File: src/rtl/pw_pkg.sv
package pw_pkg;

    localparam int VA_W    = 32;
    localparam int OFF_W   = 12;
    localparam int IDX_W   = 10;
    localparam int PPN_W   = VA_W - OFF_W;
    localparam int ENT_LG2 = 2;

    typedef enum logic [2:0] {
        S_IDLE,
        S_READ_DIR,
        S_WAIT_DIR,
        S_READ_PTE,
        S_WAIT_PTE,
        S_DONE
    } walk_state_e;

    typedef enum logic [1:0] {
        ST_OK      = 2'b00,
        ST_DIR_FLT = 2'b01,
        ST_TBL_FLT = 2'b10
    } walk_status_e;

    typedef struct packed {
        logic [PPN_W-1:0]     ppn;
        logic [OFF_W-4:0]     spare;
        logic [1:0]           rights;
        logic                 valid;
    } pw_entry_t;

    function automatic logic [VA_W-1:0] entry_addr(
        input logic [VA_W-1:0]  base,
        input logic [IDX_W-1:0] idx
    );
        logic [VA_W-1:0] scaled;
        scaled = {{(VA_W-IDX_W-ENT_LG2){1'b0}}, idx, {ENT_LG2{1'b0}}};
        return base + scaled;
    endfunction

endpackage

File: src/rtl/pw_base_reg.sv
module pw_base_reg
    import pw_pkg::*;
(
    input  logic            clk,
    input  logic            rst,
    input  logic            idle,
    input  logic            wr_en,
    input  logic [VA_W-1:0] wr_data,
    output logic [VA_W-1:0] base
);
    always_ff @(posedge clk) begin
        if (rst) begin
            base <= '0;
        end else if (wr_en && idle) begin
            base <= {wr_data[VA_W-1:OFF_W], {OFF_W{1'b0}}};
        end
    end
endmodule

File: src/rtl/pw_addr_gen.sv
module pw_addr_gen
    import pw_pkg::*;
(
    input  logic             rd_table,
    input  logic [VA_W-1:0]  dir_base,
    input  logic [VA_W-1:0]  vaddr,
    input  logic [PPN_W-1:0] tbl_ppn,
    output logic [VA_W-1:0]  addr
);
    localparam int TIDX_LO = OFF_W;
    localparam int DIDX_LO = OFF_W + IDX_W;

    logic [IDX_W-1:0] dir_idx;
    logic [IDX_W-1:0] tbl_idx;

    always_comb begin
        dir_idx = vaddr[DIDX_LO +: IDX_W];
        tbl_idx = vaddr[TIDX_LO +: IDX_W];
        if (rd_table) begin
            addr = entry_addr({tbl_ppn, {OFF_W{1'b0}}}, tbl_idx);
        end else begin
            addr = entry_addr(dir_base, dir_idx);
        end
    end
endmodule

File: src/rtl/pw_walk_fsm.sv
module pw_walk_fsm
    import pw_pkg::*;
(
    input  logic             clk,
    input  logic             rst,
    input  logic             req_valid,
    input  logic [VA_W-1:0]  req_vaddr,
    input  logic             mem_resp_valid,
    input  logic [VA_W-1:0]  mem_resp_data,
    output logic             idle,
    output logic             mem_req_valid,
    output logic             rd_table,
    output logic [VA_W-1:0]  vaddr_q,
    output logic [PPN_W-1:0] ppn_q,
    output logic             done_valid,
    output logic [1:0]       done_status,
    output logic [VA_W-1:0]  done_pte
);
    walk_state_e  state;
    walk_status_e status_q;
    logic [VA_W-1:0] pte_q;
    pw_entry_t resp_ent;

    always_comb resp_ent = pw_entry_t'(mem_resp_data);

    always_ff @(posedge clk) begin
        if (rst) begin
            state    <= S_IDLE;
            vaddr_q  <= '0;
            ppn_q    <= '0;
            pte_q    <= '0;
            status_q <= ST_OK;
        end else begin
            case (state)
                S_IDLE: begin
                    if (req_valid) begin
                        vaddr_q <= req_vaddr;
                        state   <= S_READ_DIR;
                    end
                end
                S_READ_DIR: state <= S_WAIT_DIR;
                S_WAIT_DIR: begin
                    if (mem_resp_valid) begin
                        if (resp_ent.valid) begin
                            ppn_q <= resp_ent.ppn;
                            state <= S_READ_PTE;
                        end else begin
                            pte_q    <= '0;
                            status_q <= ST_DIR_FLT;
                            state    <= S_DONE;
                        end
                    end
                end
                S_READ_PTE: state <= S_WAIT_PTE;
                S_WAIT_PTE: begin
                    if (mem_resp_valid) begin
                        if (resp_ent.valid) begin
                            pte_q    <= mem_resp_data;
                            status_q <= ST_OK;
                        end else begin
                            pte_q    <= '0;
                            status_q <= ST_TBL_FLT;
                        end
                        state <= S_DONE;
                    end
                end
                S_DONE:  state <= S_IDLE;
                default: state <= S_IDLE;
            endcase
        end
    end

    assign idle          = (state == S_IDLE);
    assign mem_req_valid = (state == S_READ_DIR) || (state == S_READ_PTE);
    assign rd_table      = (state == S_READ_PTE);
    assign done_valid    = (state == S_DONE);
    assign done_status   = status_q;
    assign done_pte      = pte_q;
endmodule

File: src/rtl/pt_walker.sv
module pt_walker
    import pw_pkg::*;
(
    input  logic        clk,
    input  logic        rst,
    input  logic        req_valid,
    output logic        req_ready,
    input  logic [31:0] req_vaddr,
    input  logic        base_wr_en,
    input  logic [31:0] base_wr_data,
    output logic        mem_req_valid,
    output logic [31:0] mem_req_addr,
    input  logic        mem_resp_valid,
    input  logic [31:0] mem_resp_data,
    output logic        done_valid,
    output logic [1:0]  done_status,
    output logic [31:0] done_pte
);
    logic             idle;
    logic             rd_table;
    logic [VA_W-1:0]  vaddr_q;
    logic [PPN_W-1:0] ppn_q;
    logic [VA_W-1:0]  dir_base;

    pw_walk_fsm u_fsm (
        .clk            (clk),
        .rst            (rst),
        .req_valid      (req_valid),
        .req_vaddr      (req_vaddr),
        .mem_resp_valid (mem_resp_valid),
        .mem_resp_data  (mem_resp_data),
        .idle           (idle),
        .mem_req_valid  (mem_req_valid),
        .rd_table       (rd_table),
        .vaddr_q        (vaddr_q),
        .ppn_q          (ppn_q),
        .done_valid     (done_valid),
        .done_status    (done_status),
        .done_pte       (done_pte)
    );

    pw_base_reg u_base (
        .clk     (clk),
        .rst     (rst),
        .idle    (idle),
        .wr_en   (base_wr_en),
        .wr_data (base_wr_data),
        .base    (dir_base)
    );

    pw_addr_gen u_addr (
        .rd_table (rd_table),
        .dir_base (dir_base),
        .vaddr    (vaddr_q),
        .tbl_ppn  (ppn_q),
        .addr     (mem_req_addr)
    );

    assign req_ready = idle;
endmodule

File: config.mk
export PLATFORM = sky130hd
export DESIGN_NAME = pt_walker
export DESIGN_NICKNAME = d
export VERILOG_FILES = /design/src/rtl/pw_pkg.sv /design/src/rtl/pw_base_reg.sv /design/src/rtl/pw_addr_gen.sv /design/src/rtl/pw_walk_fsm.sv /design/src/rtl/pt_walker.sv
export SDC_FILE = /design/constraint.sdc
export NUM_CORES = 1
export LEC_CHECK = 0
export CAP_MARGIN = 20
export CORE_MARGIN = 2
export CORE_UTILIZATION = 60
export CTS_CLUSTER_DIAMETER = 30
export DETAILED_ROUTE_END_ITERATION = 16
export DONT_BUFFER_PORTS = 1
export GPL_TIMING_DRIVEN = 1
export PLACE_DENSITY = 0.81
export SLEW_MARGIN = 20
export SYNTH_ARGS = -nofsm -noshare
export SYNTH_HDL_FRONTEND = slang
export SYNTH_SLANG_ARGS = --single-unit
File: constraint.sdc
create_clock -name clk -period 1.6 [get_ports clk]
set_input_delay 0.32 -clock clk [delete_from_list [all_inputs] [get_ports clk]]
set_output_delay 0.32 -clock clk [all_outputs]
set_load 0.01 [all_outputs]
==> results.cfg, run 1 <==
[status]
status = finished, violations left
violations = negative setup slack

[sta]
worst_slack_ns = -0.2061
post-route-min-period_ns = 1.806
hold_ws_ns = 0.04599
report.final.slew_viol_count = 0
setup_violations = 86
fmax_ghz = 0.5537
finalCritPeriodShare = 1.129
final_hold_viol_count = 0
rsz0062_at_grt = yes
skew_ns = 0.01694

[power]
pwr-share-seq = 0.525
power_switching_mw = 1.334
power.density_nw_per_um2 = 917.5
power.leakage_nw = 1.998
clock_power_share = 0.328
sw_frac_of_total = 0.2706
p_int_mw = 3.596
power_mw = 4.929
ir_drop_v = 0.0006664
pwr-share-comb = 0.147

[yosys]
yosys_warnings = 0
ys_seq_elements = 97
synth-main-ff-cell = dfxtp_1
synth.top_cell.area_share = 0.4563
avgSynthCellArea_sq_um = 9.563
synth.area.top_cells = dfxtp_1 (46%), nand2b_1 (11%), mux2_2 (7.9%)
async_flop_share = 0
synth-edff-count = 0
synthCells = 445
ys_types = 34
synth_top_area_cell = dfxtp_1
synth_seq_area_share = 0.4563
netlist_area_sq_um = 4255

[routing]
wl_met1_um = 4246
met3_wirelength_um = 777
viasPerCell = 5.717
wl_met2_um = 5749
num_vias = 3167
drtIter0Drc = 148
routedWlPerCell_um = 19.78
ant_nets = 0
route.top_layer_used = met4
drc = 0
drt_wl_total_um = 10960
firstDrtPassIters = 4

[layout]
final_common_cell = dfxtp_1
fillers = 414
nets = 554
drive_above_1_share = 0.3559
post-route-util = 0.7864
multiInputGateArea_sq_um = 2571
seq_area_sq_um = 1947
area_delta_synth_final_pct = 26.26
layout_common_cells = dfxtp_1 (95), nand2b_1 (73), nand2_1 (62), mux2_2 (30)
antennaDiodeCount = 0

[setup_path]
r2r-start = u_fsm.state[2]
required_ns = 1.28
slowest_delay_ns = 0.39
cp-end-kind = output port
r2r_end = u_fsm.vaddr_q[21]
path_cells = nor2b_4, nand2_4, buf_12, mux2_2
crit_fanout = 15
reg2reg_slack_ns = -0.13
worstSetupStartpointType = flop
critPathSlowestCell = mux2_2
critical_path_class = flop to output port
worst_ep_arrival_time_ns = 1.49
reg2reg_depth = 7

[global_route]
grt_pass1_wl_um = 13670
grtUsageTotal = 0.2243
grt_pass1_vias = 2842
antenna_found_initial = 0
overflow = 0
grt_start_max_net_pins = 119

[clock_tree]
clk_path_buf_depth = 2
numCtsBuffers = 9
cts_max_level = 3
path_clk_slew_ns = 0.09
clkLatencyLatePin_ns = 0.36
cts_tree = yes
cts-root-buf = clkbuf_8
cts.sinks = 97

[die]
rows = 30
core_sq_um = 6832
start_util = 0.6229
die_area_sq_um = 7782
die_y_um = 88.22
die_w_um = 88.22
num_io_pins = 170

[hold_path]
worstHoldStart = rst
hold_path.class = input pin to flop
min_to = u_fsm.done_status[1]
whs_path_depth = 1

[placed_design]
dpl.hpwl_um = 6032
gp_congestion = 0.8795
port_buffers = 0

[run]
drv_cap = 0
[registers in the layout, summed over array words and instances (netlist names)]
register and cells:
u_fsm.state 3, u_fsm.done_pte 32, u_fsm.vaddr_q 20, u_fsm.ppn_q 20, u_base.base 20, u_fsm.done_status 2
[per-layer routing]
layer | up-vias | global-route usage
met2 | 125 | 0.3848
met3 | 16 | 0.05224
met5 | - | 0
met1 | 1510 | 0.2789
met4 | 0 | 0.07438
li1 | 1516 | -
[cells in the mapped netlist, types with 2 or more instances]
library cell  instances
buf_4                 7
nor2b_1               2
nor3_1                2
nand2b_1             73
o2bb2ai_1            21
clkbuf_1             12
mux2_2               30
dfxtp_1              97
o2bb2ai_2            10
buf_6                 3
or4b_1                2
mux2i_1              21
and3_1                2
nor2_1                2
buf_2                15
nand2_1              82
o21a_1                2
nor4b_2               2
inv_1                 2
a21oi_1              44
[what timing repair did]
| item | in CTS | in global routing |
|---|---|---|
| hold buffers | 0 | 0 |
| setup endpoints to repair | 31 | 81 |
| buffers inserted | 1 | 6 |
| pin swaps | 0 | 39 |
| gates cloned | 1 | 9 |
| gates resized for setup | 8 | 102 |
[cell type report]
type | count | area share
Sequential cell | 97 | 0.3624
Tap cell | 96 | 0.02236
Inverter | 3 | 0.002096
Multi-Input combinational cell | 309 | 0.4786
Timing Repair Buffer | 33 | 0.09735
Clock buffer | 9 | 0.02306
Clock inverter | 7 | 0.01421
[power by group through the flow]
| stage | clock (mW) | combinational (mW) | sequential [mW] |
|---|---|---|---|
| floorplan | 0 | 0.434 | 2.60 |
| global placement | 0 | 0.498 | 2.61 |
| detailed placement | 0 | 0.511 | 2.62 |
| CTS | 1.64 | 0.525 | 2.57 |
| global route | 1.76 | 0.771 | 2.60 |
| finish | 1.62 | 0.723 | 2.59 |
[worst max path at each step]
stage | to | start
6_report | mem_req_addr[15] | u_fsm.state[0]
3_5_place_dp | mem_req_addr[31] | u_fsm.state[2]
4_1_cts | mem_req_addr[15] | u_fsm.state[0]
5_1_grt | mem_req_addr[21] | u_fsm.state[0]
2_1_floorplan | mem_req_addr[10] | u_fsm.state[0]
3_3_place_gp | mem_req_addr[15] | u_fsm.state[2]
[stage by stage]
step / TNS [ns] / cell area (sq um) / worst slack [ns] / std cells
2_1_floorplan: 0 / 4259 / 0.1120 / 446
3_3_place_gp: 0 / 4385 / 0.08020 / 521
3_5_place_dp: 0 / 4385 / 0.07844 / 521
4_1_cts: -5.791 / 4642 / -0.2223 / 539
5_1_grt: -13.19 / 5373 / -0.2564 / 554
6_report: -9.142 / 5373 / -0.2061 / 554
[kinds of logic after synthesis]
group / count (synthesis) / share of synthesized area
AND/OR/NAND/NOR: 175 / 0.2208
buffers and inverters: 40 / 0.05116
multiplexers: 51 / 0.1288
AO/OA/AOI/OAI: 81 / 0.1420
flip-flops: 97 / 0.4563
other: 1 / 0.0008812
[critical path, delay by kind of cell (launching register included)]
family	cells	cell delay, ns
multiplexers	1	0.39
buffers and inverters	1	0.18
flip-flops	1	0.32
AND/OR/NAND/NOR	2	0.26
Power figures use the tool's default switching activity.
==> inputs of run 2 (changes only) <==
- CAP_MARGIN: 20 -> not set
- CTS_CLUSTER_DIAMETER: 30 -> 50
- clock period: 1.6 -> 1.81 ns (I/O delays scaled with it)
==> run 2 against run 1 <==
Against the previous run: the flow still finishes with violations (negative setup slack); final area is 14% lower; combinational power is 38% lower; register-to-register slack better by 0.37 ns; clock power is 13% lower; flip-flop and latch count stayed put; global-route usage is 0.089 points lower; clock skew is 0.0083 ns lower; setup slack better by 0.17 ns; total power is 16% lower; largest power group unchanged; die area stayed put; utilization is 11 points lower.
==> results.cfg, run 2 (synthesis results as in run 1) <==
[setup_path]
critical_path_class = flop to output port
r2r-start = u_fsm.state[1]
path_cells = nor2b_4, nand2_4, buf_12, mux2_2
cp.depth = 4
critPathSlowestCell = mux2_2
critPathBufInv = 1
slowest_delay_ns = 0.39
r2r_end = u_fsm.done_pte[5]
worstSetupStartpointType = flop
required_ns = 1.45
reg2reg_slack_ns = 0.24
critPathTopFamily = multiplexers
reg2reg_depth = 5
startpoint = u_fsm.state[0]
crit_fanout = 15
cp-end-kind = output port
worst_ep_arrival_time_ns = 1.48

[sta]
finalCritPeriodShare = 1.019
report.final.slew_viol_count = 0
worst_slack_ns = -0.03496
final_hold_viol_count = 0
rsz0062_at_grt = yes
post-route-min-period_ns = 1.845
setup_tns_ns = -0.4352
hold_ws_ns = 0.08139
fmax_ghz = 0.5420
skew_ns = 0.008629
setup_violations = 15

[global_route]
overflow = 0
grt_pass1_wl_um = 13530
grtUsageTotal = 0.2234
grt_start_max_net_pins = 119
antenna_found_initial = 0
grt_pass1_vias = 2832

[routing]
route.top_layer_used = met4
met3_wirelength_um = 695
drtIter0Drc = 88
ant_nets = 0
wl_met2_um = 4273
drc = 0
firstDrtPassIters = 4
num_vias = 2962
routedWlPerCell_um = 16.48
viasPerCell = 5.526
wl_met1_um = 3767
drt_wl_total_um = 8835

[clock_tree]
cts_tree = yes
cts-root-buf = clkbuf_8
cts_max_level = 3
clkLatencyLatePin_ns = 0.35
numCtsBuffers = 9
cts.sinks = 97
hold_buffers = 0
clk_path_buf_depth = 2
path_clk_slew_ns = 0.09

[layout]
nets = 536
seq_area_sq_um = 1948
layout_common_cells = dfxtp_1 (94), nand2_1 (81), nand2b_1 (73), a21oi_1 (44), mux2_2 (28)
antennaDiodeCount = 0
multiInputGateArea_sq_um = 2140
final_common_cell = dfxtp_1
area_delta_synth_final_pct = 8.204
fillers = 551
post-route-util = 0.6740
drive_above_1_share = 0.1886
largest_reg_flops = 32
finalInstanceArea_sq_um = 4604
stdcell_count = 536

[die]
core_sq_um = 6832
die_w_um = 88.22
start_util = 0.6229
die_y_um = 88.22
num_io_pins = 170
die_area_sq_um = 7782
rows = 30

[power]
power_mw = 4.124
power.leakage_nw = 1.664
ir_drop_v = 0.0005237
power.density_nw_per_um2 = 895.6

[hold_path]
whs_path_depth = 1
min_to = u_fsm.state[2]
worstHoldStart = rst
hold_path.class = input pin to flop

[placed_design]
dp_slack_ns = 0.2137
gp_congestion = 0.8209
port_buffers = 0
placed_area_sq_um = 4338
dp.cells = 518
dpl.hpwl_um = 6004

[run]
drv_cap = 0

[status]
status = finished, violations left
violations = negative setup slack
run 2: cell count changes in the layout (fill, tap and decap cells not counted), sizes merged:
cell | before | now
buf | 27 | 15
clkbuf | 15 | 9
clkinv | 1 | 2
inv | 6 | 5
run 2: power breakdown:
| part | switching (mW) | internal (mW) |
|---|---|---|
| clock network | 0.757 | 0.653 |
| logic | 0.247 | 0.199 |
| registers | 0.0481 | 2.22 |
| total | 1.05 | 3.07 |
run 2: area by class of cell:
class | count | share of cell area
Clock inverter | 7 | 0.01712
Multi-Input combinational cell | 309 | 0.4647
Clock buffer | 9 | 0.02690
Timing Repair Buffer | 15 | 0.03967
Inverter | 3 | 0.002446
Tap cell | 96 | 0.02609
Sequential cell | 97 | 0.4231
run 2: timing repair:
action,CTS,global route
gates resized for setup,8,3
endpoints found under the setup margin,31,31
cloned,1,0
pin swaps,1,0
hold endpoints to repair,0,0
buffers inserted,1,0
run 2: worst reg2reg max path, delay by kind of cell, from the launching register on:
kind                   cells  cell delay, ns
buffers and inverters      2            0.52
DFF                        1            0.38
and+or+nand+nor            1            0.29
AOI/OAI and AO/OA          2            0.27
run 2: metal layers:
metal | up-vias | GRT usage
li1 | 1481 | -
met3 | 8 | 0.06437
met1 | 1376 | 0.2687
met4 | 0 | 0.08264
met2 | 97 | 0.3807
met5 | - | 0
run 2: worst max path at each step:
stage,slack (ns),end
after floorplan,0.28,mem_req_addr[10]
after global placement,0.26,mem_req_addr[15]
after detailed placement,0.21,u_fsm.done_pte[5]
after CTS,-0.07,mem_req_addr[13]
after global routing,-0.09,mem_req_addr[15]
final,-0.03,mem_req_addr[15]
==> inputs of run 3 (changes only) <==
- ABC_CLOCK_PERIOD_IN_PS: not set -> 1810
- MAX_ROUTING_LAYER: not set -> met4
==> run 3 against run 2 <==
Against the previous run: the flow still finishes with violations (negative setup slack); critical path depth unchanged; register-to-register slack about the same; global-route usage is 0.69 points higher; critical path type unchanged; largest power group unchanged; highest routed layer unchanged.
==> results.cfg, run 3 (synthesis results as in run 1) <==
[clock_tree]
path_clk_slew_ns = 0.09
cts-root-buf = clkbuf_8
numCtsBuffers = 9
hold_buffers = 0
cts.sinks = 97
clkLatencyLatePin_ns = 0.35
cts_tree = yes
clk_path_buf_depth = 2
cts_max_level = 3

[routing]
viasPerCell = 5.562
routedWlPerCell_um = 16.47
num_vias = 2981
firstDrtPassIters = 4
drtIter0Drc = 116
drt_wl_total_um = 8830
drc = 0
ant_nets = 0

[global_route]
grtUsageTotal = 0.2304
grt_start_max_net_pins = 119
grt_pass1_wl_um = 13520
overflow = 0
top_usage_layer = met2
antenna_found_initial = 0
grt_use_met2 = 0.3787
grtUsageMet1 = 0.2787
grt.met3_usage = 0.05131
grt_pass1_vias = 2824

[layout]
area_delta_synth_final_pct = 8.204
layout_common_cells = dfxtp_1 (94), nand2_1 (81), nand2b_1 (73), a21oi_1 (44), mux2_2 (28)
multiInputGateArea_sq_um = 2140
largest_reg_flops = 32
final_common_cell = dfxtp_1
stdcell_count = 536
nets = 536
drive_above_1_share = 0.1886
seq_area_sq_um = 1948
post-route-util = 0.6740
antennaDiodeCount = 0
fillers = 551
finalInstanceArea_sq_um = 4604

[placed_design]
port_buffers = 0
dpl.hpwl_um = 6004
dp_slack_ns = 0.2137
placed_area_sq_um = 4338
dp.cells = 518
gp_congestion = 0.8332

[die]
start_util = 0.6229
num_io_pins = 170
die_y_um = 88.22
rows = 30
core_sq_um = 6832
die_w_um = 88.22
die_area_sq_um = 7782

[power]
ir_drop_v = 0.0005246
power.leakage_nw = 1.664
power_mw = 4.125
power.density_nw_per_um2 = 895.9

[setup_path]
worstSetupStartpointType = flop
required_ns = 1.45
worst_ep_arrival_time_ns = 1.48
r2r_end = u_fsm.done_pte[5]
r2r-start = u_fsm.state[1]
cp-end-kind = output port
crit_fanout = 15
reg2reg_slack_ns = 0.24
critical_path_class = flop to output port
reg2reg_depth = 5

[sta]
finalCritPeriodShare = 1.020
fmax_ghz = 0.5419
skew_ns = 0.01012
post-route-min-period_ns = 1.845
rsz0062_at_grt = yes
report.final.slew_viol_count = 0
setup_tns_ns = -0.4409
setup_violations = 15
final_hold_viol_count = 0
worst_slack_ns = -0.03540
hold_ws_ns = 0.07760

[run]
drv_cap = 0

[hold_path]
worstHoldStart = rst
whs_path_depth = 1
hold_path.class = input pin to flop
min_to = u_fsm.state[2]

[status]
status = finished, violations left
violations = negative setup slack
run 3: cell counts in the layout (fill, tap and decap cells not counted):
Identical to the previous run, type by type.
run 3: routing by layer:
layer,part of all wire,vias to the layer above
met5,0,-
met4,0.012,0
met1,0.43,1376
met3,0.072,10
li1,-,1485
met2,0.48,110
run 3: report_power, final:
group | total, mW | switching, mW | internal, mW
combinational | 0.447 | 0.248 | 0.199
sequential | 2.27 | 0.0482 | 2.22
clock | 1.41 | 0.757 | 0.653
run 3: final cells by class:
class / count / area share
clock buffers: 9 / 0.02690
clock inverters: 7 / 0.01712
inverters: 3 / 0.002446
multi-input cells: 309 / 0.4647
flip-flops and latches: 97 / 0.4231
well taps: 96 / 0.02609
repair buffers: 15 / 0.03967
run 3: how the worst max path moves through the flow:
stage,cells after the start,slack [ns],end,startpoint
after floorplan,4,0.28,mem_req_addr[10],u_fsm.state[0]
after global placement,4,0.26,mem_req_addr[15],u_fsm.state[0]
after detailed placement,5,0.21,u_fsm.done_pte[5],u_fsm.state[1]
after CTS,4,-0.07,mem_req_addr[13],u_fsm.state[0]
after global routing,4,-0.09,mem_req_addr[15],u_fsm.state[0]
final,4,-0.04,mem_req_addr[15],u_fsm.state[0]
run 3: repair_timing:
item                                   4_1_cts  5_1_grt
setup endpoints to repair                   31       31
pin swaps                                    1        0
endpoints found under the hold margin        0        0
gates resized for setup                      8        3
gates cloned                                 1        0
setup buffers                                1        0
run 3: critical path: stages (launching register included):
cell	delay (ns)
dfxtp_2	0.33
nor2b_4	0.13
nand2_4	0.11
buf_12	0.17
mux2_2	0.39
